$ cat src/rtl/cfg_cycle_init.sv
module cfg_cycle_init #(
  parameter int ADDR_W = 4,
  parameter logic [ADDR_W-1:0] ADDR_OFS = 'h0,
  parameter logic [ADDR_W-1:0] WIN_OFS  = 'h4
) (
  input  logic              clk,
  input  logic              rst_n,
  input  logic              lb_wr,
  input  logic              lb_rd,
  input  logic [ADDR_W-1:0] lb_addr,
  input  logic [3:0]        lb_be,
  input  logic [3:0]        lb_len,
  input  logic [31:0]       lb_wdata,
  output logic              lb_ack,
  output logic              lb_abort,
  output logic [31:0]       lb_rdata,
  output logic              lb_cpl_valid,
  output logic [31:0]       lb_cpl_data,
  input  logic              pcix_mode,
  input  logic [7:0]        req_bus_num,
  output logic              dn_req,
  output logic              dn_write,
  output logic              dn_type1,
  output logic [31:0]       dn_addr,
  output logic [3:0]        dn_be,
  output logic [31:0]       dn_wdata,
  output logic [7:0]        dn_sec_bus,
  input  logic              dn_gnt,
  input  logic              dn_rsp_valid,
  input  logic [31:0]       dn_rsp_data,
  input  logic              dn_rsp_mabort,
  output logic              cfg_err
);

  typedef enum logic [1:0] {S_IDLE, S_REQ, S_WAIT} st_t;

  st_t         st;
  logic [31:0] addr_q;
  logic [31:0] addr_nx;
  logic [31:0] tx_addr;
  logic [4:0]  span;
  logic        hit_adr, hit_win, is_t0, rd_cross, win_go;

  assign hit_adr  = lb_addr[ADDR_W-1:2] == ADDR_OFS[ADDR_W-1:2];
  assign hit_win  = lb_addr[ADDR_W-1:2] == WIN_OFS[ADDR_W-1:2];
  assign span     = {3'b000, lb_addr[1:0]} + {1'b0, lb_len};
  assign rd_cross = lb_rd && hit_win && (span > 5'd4);
  assign win_go   = (lb_wr || lb_rd) && hit_win && !rd_cross && (st == S_IDLE);

  assign lb_abort = rd_cross;
  assign lb_ack   = ((lb_wr || lb_rd) && !hit_win) || win_go;
  assign lb_rdata = (lb_rd && hit_adr) ? addr_q : 32'h0;

  assign is_t0   = addr_q[1:0] == 2'b00;
  assign tx_addr = (is_t0 && !pcix_mode) ? {addr_q[31:16], 5'b00000, addr_q[10:0]} : addr_q;
  assign dn_req  = st == S_REQ;

  for (genvar i = 0; i < 4; i++) begin : g_lane
    assign addr_nx[8*i +: 8] = lb_be[i] ? lb_wdata[8*i +: 8] : addr_q[8*i +: 8];
  end

  always_ff @(posedge clk) begin
    if (!rst_n) begin
      addr_q <= 32'h0;
    end else if (lb_wr && hit_adr) begin
      addr_q <= addr_nx;
    end
  end

  always_ff @(posedge clk) begin
    if (!rst_n) begin
      st           <= S_IDLE;
      dn_write     <= 1'b0;
      dn_type1     <= 1'b0;
      dn_addr      <= 32'h0;
      dn_be        <= 4'h0;
      dn_wdata     <= 32'h0;
      dn_sec_bus   <= 8'h0;
      lb_cpl_valid <= 1'b0;
      lb_cpl_data  <= 32'h0;
      cfg_err      <= 1'b0;
    end else begin
      lb_cpl_valid <= 1'b0;
      case (st)
        S_IDLE: if (win_go) begin
          st         <= S_REQ;
          dn_write   <= lb_wr;
          dn_type1   <= !is_t0;
          dn_addr    <= tx_addr;
          dn_be      <= lb_wr ? lb_be : 4'hF;
          dn_wdata   <= lb_wr ? lb_wdata : 32'h0;
          dn_sec_bus <= is_t0 ? req_bus_num : 8'h0;
        end
        S_REQ: if (dn_gnt) st <= S_WAIT;
        S_WAIT: if (dn_rsp_valid) begin
          st <= S_IDLE;
          if (!dn_write) begin
            lb_cpl_valid <= 1'b1;
            lb_cpl_data  <= dn_rsp_mabort ? 32'hFFFF_FFFF : dn_rsp_data;
            if (dn_rsp_mabort) cfg_err <= 1'b1;
          end
        end
        default: st <= S_IDLE;
      endcase
    end
  end

  AST_REQ_HOLD: assert property (@(posedge clk) disable iff (!rst_n)
    dn_req && !dn_gnt |=> dn_req && $stable(dn_addr) && $stable(dn_wdata));
  AST_RD_ALL_LANES: assert property (@(posedge clk) disable iff (!rst_n)
    dn_req && !dn_write |-> dn_be == 4'hF);
  AST_CPL_AFTER_RSP: assert property (@(posedge clk) disable iff (!rst_n)
    lb_cpl_valid |-> $past(dn_rsp_valid) && !$past(dn_req));
  AST_ABORT_NO_LAUNCH: assert property (@(posedge clk) disable iff (!rst_n)
    lb_abort && !dn_req |=> !dn_req);
  AST_CONV_CLEAR: assert property (@(posedge clk) disable iff (!rst_n)
    $rose(dn_req) && !dn_type1 && !$past(pcix_mode) |-> dn_addr[15:11] == 5'h0);
  AST_LAUNCH_AFTER_ACK: assert property (@(posedge clk) disable iff (!rst_n)
    $rose(dn_req) |-> $past(lb_ack));
  AST_NO_CPL_DURING_REQ: assert property (@(posedge clk) disable iff (!rst_n)
    dn_req |-> !lb_cpl_valid);
  AST_ERR_STICKY: assert property (@(posedge clk) disable iff (!rst_n)
    cfg_err |=> cfg_err);

endmodule

$ cat config.mk
export PLATFORM = sky130hd
export DESIGN_NAME = cfg_cycle_init
export DESIGN_NICKNAME = d
export VERILOG_FILES = /design/src/rtl/cfg_cycle_init.sv
export SDC_FILE = /design/constraint.sdc
export NUM_CORES = 1
export LEC_CHECK = 0
export ABC_AREA = 1
export ABC_CLOCK_PERIOD_IN_PS = 3050
export BUFFER_PORTS_ARGS = -buffer_cell sky130_fd_sc_hd__buf_2
export CAP_MARGIN = 0
export CORE_MARGIN = 2
export CORE_UTILIZATION = 52
export CTS_BUF_LIST = sky130_fd_sc_hd__clkbuf_16
export CTS_CLUSTER_DIAMETER = 40
export DETAILED_ROUTE_END_ITERATION = 16
export GPL_ROUTABILITY_DRIVEN = 1
export GPL_TIMING_DRIVEN = 0
export PLACE_DENSITY = 0.93
export SLEW_MARGIN = 20
export SYNTH_ARGS = -nofsm -noshare
export SYNTH_HDL_FRONTEND = slang
export SYNTH_SLANG_ARGS = --single-unit
export TNS_END_PERCENT = 30
$ cat constraint.sdc
create_clock -name clk -period 3.05 [get_ports clk]
set_input_delay 0.61 -clock clk [delete_from_list [all_inputs] [get_ports clk]]
set_output_delay 0.61 -clock clk [all_outputs]
set_load 0.01 [all_outputs]
==> results of run 1 <==
power breakdown:
part           internal, mW  leakage [nW]  switching (mW)
combinational         0.163          2.58           0.285
clock                  1.27         0.280           0.823
sequential             1.96          1.18          0.0262
area by class of cell:
cell class / instances / area [sq um]
buffer: 59 / 305.3
clock buffer: 17 / 425.4
clock inverter: 15 / 163.9
fill: 913 / 3374
inverter: 93 / 349.1
multi-input combinational: 531 / 2410
sequential: 146 / 2923
tap: 143 / 178.9
timing repair buffer: 238 / 1191
synthesized netlist by cell type (all sizes together):
master / count
dfxtp: 146
clkbuf: 27
nand3: 109
a31oi: 1
nor2: 68
buf: 32
nor3: 6
fa: 1
inv: 93
a21oi: 101
ha: 2
nand2: 176
nor3b: 1
o21ai: 65
or2: 1
per-stage QoR:
stage / worst slack, ns / hold WS [ns] / utilization [%] / power, mW
after floorplan: 0.5251 / 0.4445 / - / 2.274
after global placement: 0.06982 / 0.4450 / 64.96 / 2.454
after detailed placement: 0.0008751 / 0.4494 / 64.96 / 2.464
after CTS: 0.09609 / 0.3813 / 70.19 / 4.527
after global routing: 0.007133 / 0.3954 / 70.19 / 4.667
final: 0.1097 / 0.3841 / 70.19 / 4.532
worst paths after layout:
| check | startpoint | cells after the start | endpoint | slack (ns) |
|---|---|---|---|---|
| setup / recovery | lb_addr[0] | 12 | lb_ack | 0.11 |
| setup reg to reg | addr_q[1] | 7 | dn_addr[14] | 1.32 |
| hold / removal | dn_rsp_data[11] | 3 | lb_cpl_data[11] | 0.38 |
| hold reg to reg | dn_wdata[14] | 2 | dn_wdata[14] | 0.46 |
cells by family (layout without fill, tap and decap cells):
logic type | after synthesis | in the layout
adders and majority gates | 3 | 3
DFF | 146 | 146
buffers and inverters | 152 | 422
and+or+nand+nor | 361 | 361
AOI/OAI and AO/OA | 167 | 167
per-layer routing:
metal / wire length [microns] / global-route usage, %
met5: 0 / 0
met4: 727 / 14.65
met3: 1715 / 9.131
met2: 8941 / 49.55
met1: 7627 / 36.30
worst min-delay path, cell delays in order:
cell	delay, ns
buf_2	0.07
o21ai_0	0.06
nand2_1	0.05
timing repair:
action / in CTS / in global routing
setup endpoints to repair: 1 / 0
buffers inserted: 0 / 0
resized for setup: 1 / 0
sequential cells by signal (all words and copies together) (netlist names):
name	count
dn_write	1
lb_cpl_data	32
dn_addr	32
cfg_err	1
addr_q	32
dn_be	4
dn_wdata	32
dn_sec_bus	8
st	2
lb_cpl_valid	1
dn_type1	1
==> summary.txt, run 1 <==
Slew @ Worst Pin: 0.7135 ns
Slew margin rel.: 52.43%
Clock skew: 0.006980 ns
Mux contribution to synthesized area: 0%
Critical path data arrival time: 2.33 ns
Tot GR Track Use: 30.26%
Seq/Total Area, Yosys: 48.84%
Mapped Avg Cell Area: 7.219 sq um
Area Growth Syn to Fin: 32.78%
Leak: 4.043 nW
Vias/cell: 5.269
Most common cell after layout, fill and taps aside: buf_2
Complex-gate fraction of the synthesized area: 13.99%
Post-layout instance area: 7946 sq um
Post-route setup TNS: 0 ns
Routability cong.: 0.8582
Post-route insts no fill: 1242
Mapped Nets: 924
Antenna violations before repair: 0
Area leader, netlist: dfxtp_1
Post-DP HPWL: 13970 microns
Critical path buffer and inverter count: 4
FP Rows: 39
CTS Sinks: 146
Top delay family on crit path: adder cells
Worst IR Drop VDD: 0.0003991 V
Slowest cell on crit path: fa_1
Outcome: complete, no violations
Final period util: 96.40%
Worst-Skew Late Latency: 0.43 ns
Antenna fix cells: 0
Cts hold-fix bufs: 0
Total Wirelength: 19010 microns
Initial Utilization: 52.86%
Num CTS Buffers: 17
First DRT Iteration DRCs: 517
WS Path Type: in2out
Die ar.: 12380 sq um
Pwr per Cell Area: 570.3 nW/um^2
Drt wl/cell: 15.31 microns
Final net count: 1181
Number of I/O pins: 239
Unrepaired setup endpoints after global routing: false
Clk root buf: clkbuf_16
CP Data Required Time: 2.44 ns
Post-Syn Area: 5984 sq um
CORE AREA: 11320 sq um
Period minus WS final: 2.940 ns
Final setup fails: 0
Crit-path cells: buf_2 -> ha_1 -> inv_1 -> fa_1 -> nand2_1 -> nand3_1 -> nand3_2 -> nand2_4 -> nand2_2 -> buf_4 -> nand2_1 -> buf_2
Worst hold path class: in2reg
Post-synth cell types: 24
CP Max Fanout: 10
Global route total overflow: 0
Setup crit end kind: output pin
Vias in the first global route: 6191
# placed instances: 1210
H-tree levels: 4
First-pass GRT wire length: 29930 microns
ANT nets after route: 0
Gate Count Post-Synth: 829
MaxCap Viol Count: 0
IO Port Bufs: 238
Share of layout cells above drive strength 1: 27.39%
Max Buffers Root-to-Sink: 2
Chip Height: 111.3 microns
Xor/xnor share of the synthesized area: 0%
Synth Area in Simple Gates: 25.53%
Count of final hold-check violations: 0
DRC: 0
Seq cells post-synth: 146
Max Freq: 340.1 MHz
Critical path startpoint category: input pin
Largest net degree at the start of global routing: 17
Largest cells by area after synthesis: dfxtp_1, nand2_1, nand3_1
CP peak stage delay: 0.41 ns
Top-area cell type share of the netlist area: 48.84%
Final Max Slew Viols: 0
Clock-pin slew on the worst setup and hold paths: 0.06 ns
Post-DP Area: 7355 sq um
Most frequent cells in the layout: buf_2, nand2_1, dfxtp_1, nand3_1, a21oi_1
Synth Area in Adders: 0.7527%
Drt pass-1 iters: 5
Warnings, synthesis: 0
Largest family of logic cells by synthesized area: simple AND/OR/NAND/NOR gates
Via count: 6544
CTS tree: done
Die Wd: 111.3 microns
Power figures use the tool's default switching activity.
==> run 2: changes to the inputs <==
--- a/config.mk
+++ b/config.mk
@@ -6,17 +6,17 @@
 export NUM_CORES = 1
 export LEC_CHECK = 0
 export ABC_AREA = 1
-export ABC_CLOCK_PERIOD_IN_PS = 3050
+export ABC_CLOCK_PERIOD_IN_PS = 3200
 export BUFFER_PORTS_ARGS = -buffer_cell sky130_fd_sc_hd__buf_2
 export CAP_MARGIN = 0
 export CORE_MARGIN = 2
-export CORE_UTILIZATION = 52
+export CORE_UTILIZATION = 48
 export CTS_BUF_LIST = sky130_fd_sc_hd__clkbuf_16
 export CTS_CLUSTER_DIAMETER = 40
 export DETAILED_ROUTE_END_ITERATION = 16
 export GPL_ROUTABILITY_DRIVEN = 1
 export GPL_TIMING_DRIVEN = 0
-export PLACE_DENSITY = 0.93
+export PLACE_DENSITY = 0.87
 export SLEW_MARGIN = 20
 export SYNTH_ARGS = -nofsm -noshare
 export SYNTH_HDL_FRONTEND = slang
==> constraint.sdc (replaced) <==
create_clock -name clk -period 3.2 [get_ports clk]
set_input_delay 0.64 -clock clk [delete_from_list [all_inputs] [get_ports clk]]
set_output_delay 0.64 -clock clk [all_outputs]
set_load 0.01 [all_outputs]
==> summary.txt, run 2 (synthesized netlist as in run 1, its figures left out) <==
Met1 WL: 7884 microns (+3.4%)
Total Wirelength: 19300 microns (+1.5%)
Slew @ Worst Pin: 0.7112 ns (-0.002353 ns)
Cts hold-fix bufs: 0 (unchanged)
WS Path Type: in2out
Worst IR Drop VDD: 0.0004029 V (+0.94%)
Period minus WS final: 3.056 ns
Top Layer Used: met4
Post-layout instance area: 7958 sq um (+0.14%)
Num CTS Buffers: 17 (unchanged)
Post-CTS Setup Inserts: 0 (unchanged)
IO Port Bufs: 238 (unchanged)
Global route total overflow: 0 (unchanged)
Chip Height: 115.7 microns (+3.9%)
# placed instances: 1235 (+2.1%)
Final setup fails: 0 (unchanged)
Post-DP HPWL: 14230 microns (+1.9%)
Share of layout cells above drive strength 1: 27.48% (+0.091 points)
MaxCap Viol Count: 0 (unchanged)
Slew margin rel.: 52.59% (+0.16 points)
DP Worst Slack: 0.1423 ns (+0.1414 ns)
Number of fillers in the final layout: 1122 (+23%)
CTS Sinks: 146 (unchanged)
Pwr per Cell Area: 535.3 nW/um^2 (-6.1%)
Largest net degree at the start of global routing: 17 (unchanged)
CTS tree: done
Leak: 4.041 nW (about the same)
First-pass GRT wire length: 29500 microns (-1.4%)
Outcome: complete, no violations
Post-route insts no fill: 1268 (+2.1%)
Internal reg-to-reg setup slack: 1.44 ns (+0.12 ns)
Drt pass-1 iters: 7 (+2)
Most frequent cells in the layout: buf_2, nand2_1, dfxtp_1, nand3_1, a21oi_1
Worst Hold Slack: 0.4162 ns (+0.03209 ns)
Drt wl/cell: 15.22 microns (-0.57%)
Most common cell after layout, fill and taps aside: buf_2
Vias/cell: 5.103 (-3.2%)
Via count: 6470 (-1.1%)
CP Max Fanout: 10 (unchanged)
Clk root buf: clkbuf_16
CORE AREA: 12110 sq um (+7.0%)
Routability cong.: 0.8544 (-0.44%)
Critical path data arrival time: 2.42 ns (+0.09 ns)
Final net count: 1181 (unchanged)
Setup crit end kind: output pin
Final Max Slew Viols: 0 (unchanged)
Post-route setup TNS: 0 ns (unchanged)
Worst-Skew Late Latency: 0.43 ns (about the same)
Antenna violations before repair: 1 (+1)
Area Growth Syn to Fin: 32.97%
Die Wd: 115.7 microns (+3.9%)
Final worst setup slack: 0.1444 ns (+0.03462 ns)
Max Freq: 327.3 MHz
Clock-pin slew on the worst setup and hold paths: 0.06 ns (about the same)
Die ar.: 13380 sq um (+8.0%)
Max Buffers Root-to-Sink: 2 (unchanged)
Vias in the first global route: 5891 (-4.8%)
FP Rows: 40 (+2.6%)
Reg area: 2923 sq um (unchanged)
Number of I/O pins: 239 (unchanged)
Critical path startpoint category: input pin
DRC: 0 (unchanged)
H-tree levels: 4 (unchanged)
Clock skew: 0.008263 ns (+0.001283 ns)
Worst hold path class: in2reg
Multi-input gate area: 2410 sq um (unchanged)
CP Data Required Time: 2.56 ns (+0.12 ns)
Post-cts resize count: 0 (-1)
First DRT Iteration DRCs: 588 (+14%)
Met2 WL post-DR: 9250 microns (+3.5%)
Met3 Wirelength: 1691 microns (-1.4%)
Tot GR Track Use: 28.74% (-1.5 points)
Unrepaired setup endpoints after global routing: false
ANT nets after route: 0 (unchanged)
Final period util: 95.49%
Post-DP Area: 7386 sq um (+0.43%)
Initial Utilization: 49.41% (-3.5 points)
Count of final hold-check violations: 0 (unchanged)
## run 2: worst max-delay path: stages
cell	delay (ns)
buf_2	0.10
ha_1	0.22
inv_1	0.07
fa_1	0.41
nand2_1	0.08
nand3_1	0.08
nand3_2	0.11
nand2_4	0.09
nand2_2	0.10
buf_2	0.26
nand2_1	0.09
buf_2	0.15
## run 2: cell type report
cell class,instances,area share (%)
timing repair buffer,238,14.97
antenna,1,0.03145
inverter,93,4.387
sequential,146,36.73
clock buffer,17,5.346
multi-input combinational,531,30.28
clock inverter,15,1.808
buffer,59,3.805
tap,168,2.642
## run 2: worst paths after layout
check,start,to,cells after the start
setup / recovery,lb_addr[0],lb_ack,12
hold / removal,dn_rsp_data[21],lb_cpl_data[21],3
setup reg to reg,addr_q[0],dn_addr[13],7
hold reg to reg,dn_addr[3],dn_addr[3],2
## run 2: where the power goes
group          leakage (nW)  internal [mW]  switching (mW)  total [mW]
Sequential             1.18           1.87          0.0262        1.89
Clock                 0.279           1.14           0.802        1.94
Combinational          2.58          0.155           0.270       0.424
## run 2: stage by stage
step           utilization [%]  power [mW]
2_1_floorplan                -       2.167
3_3_place_gp             60.98       2.341
3_5_place_dp             60.98       2.350
4_1_cts                  65.68       4.264
5_1_grt                  65.70       4.391
6_report                 65.70       4.260
## run 2: layer usage
| metal | track usage, % | up-vias |
|---|---|---|
| li1 | - | 3167 |
| met1 | 35.25 | 2976 |
| met2 | 47.56 | 286 |
| met3 | 8.682 | 41 |
| met4 | 11.27 | 0 |
| met5 | 0 | - |
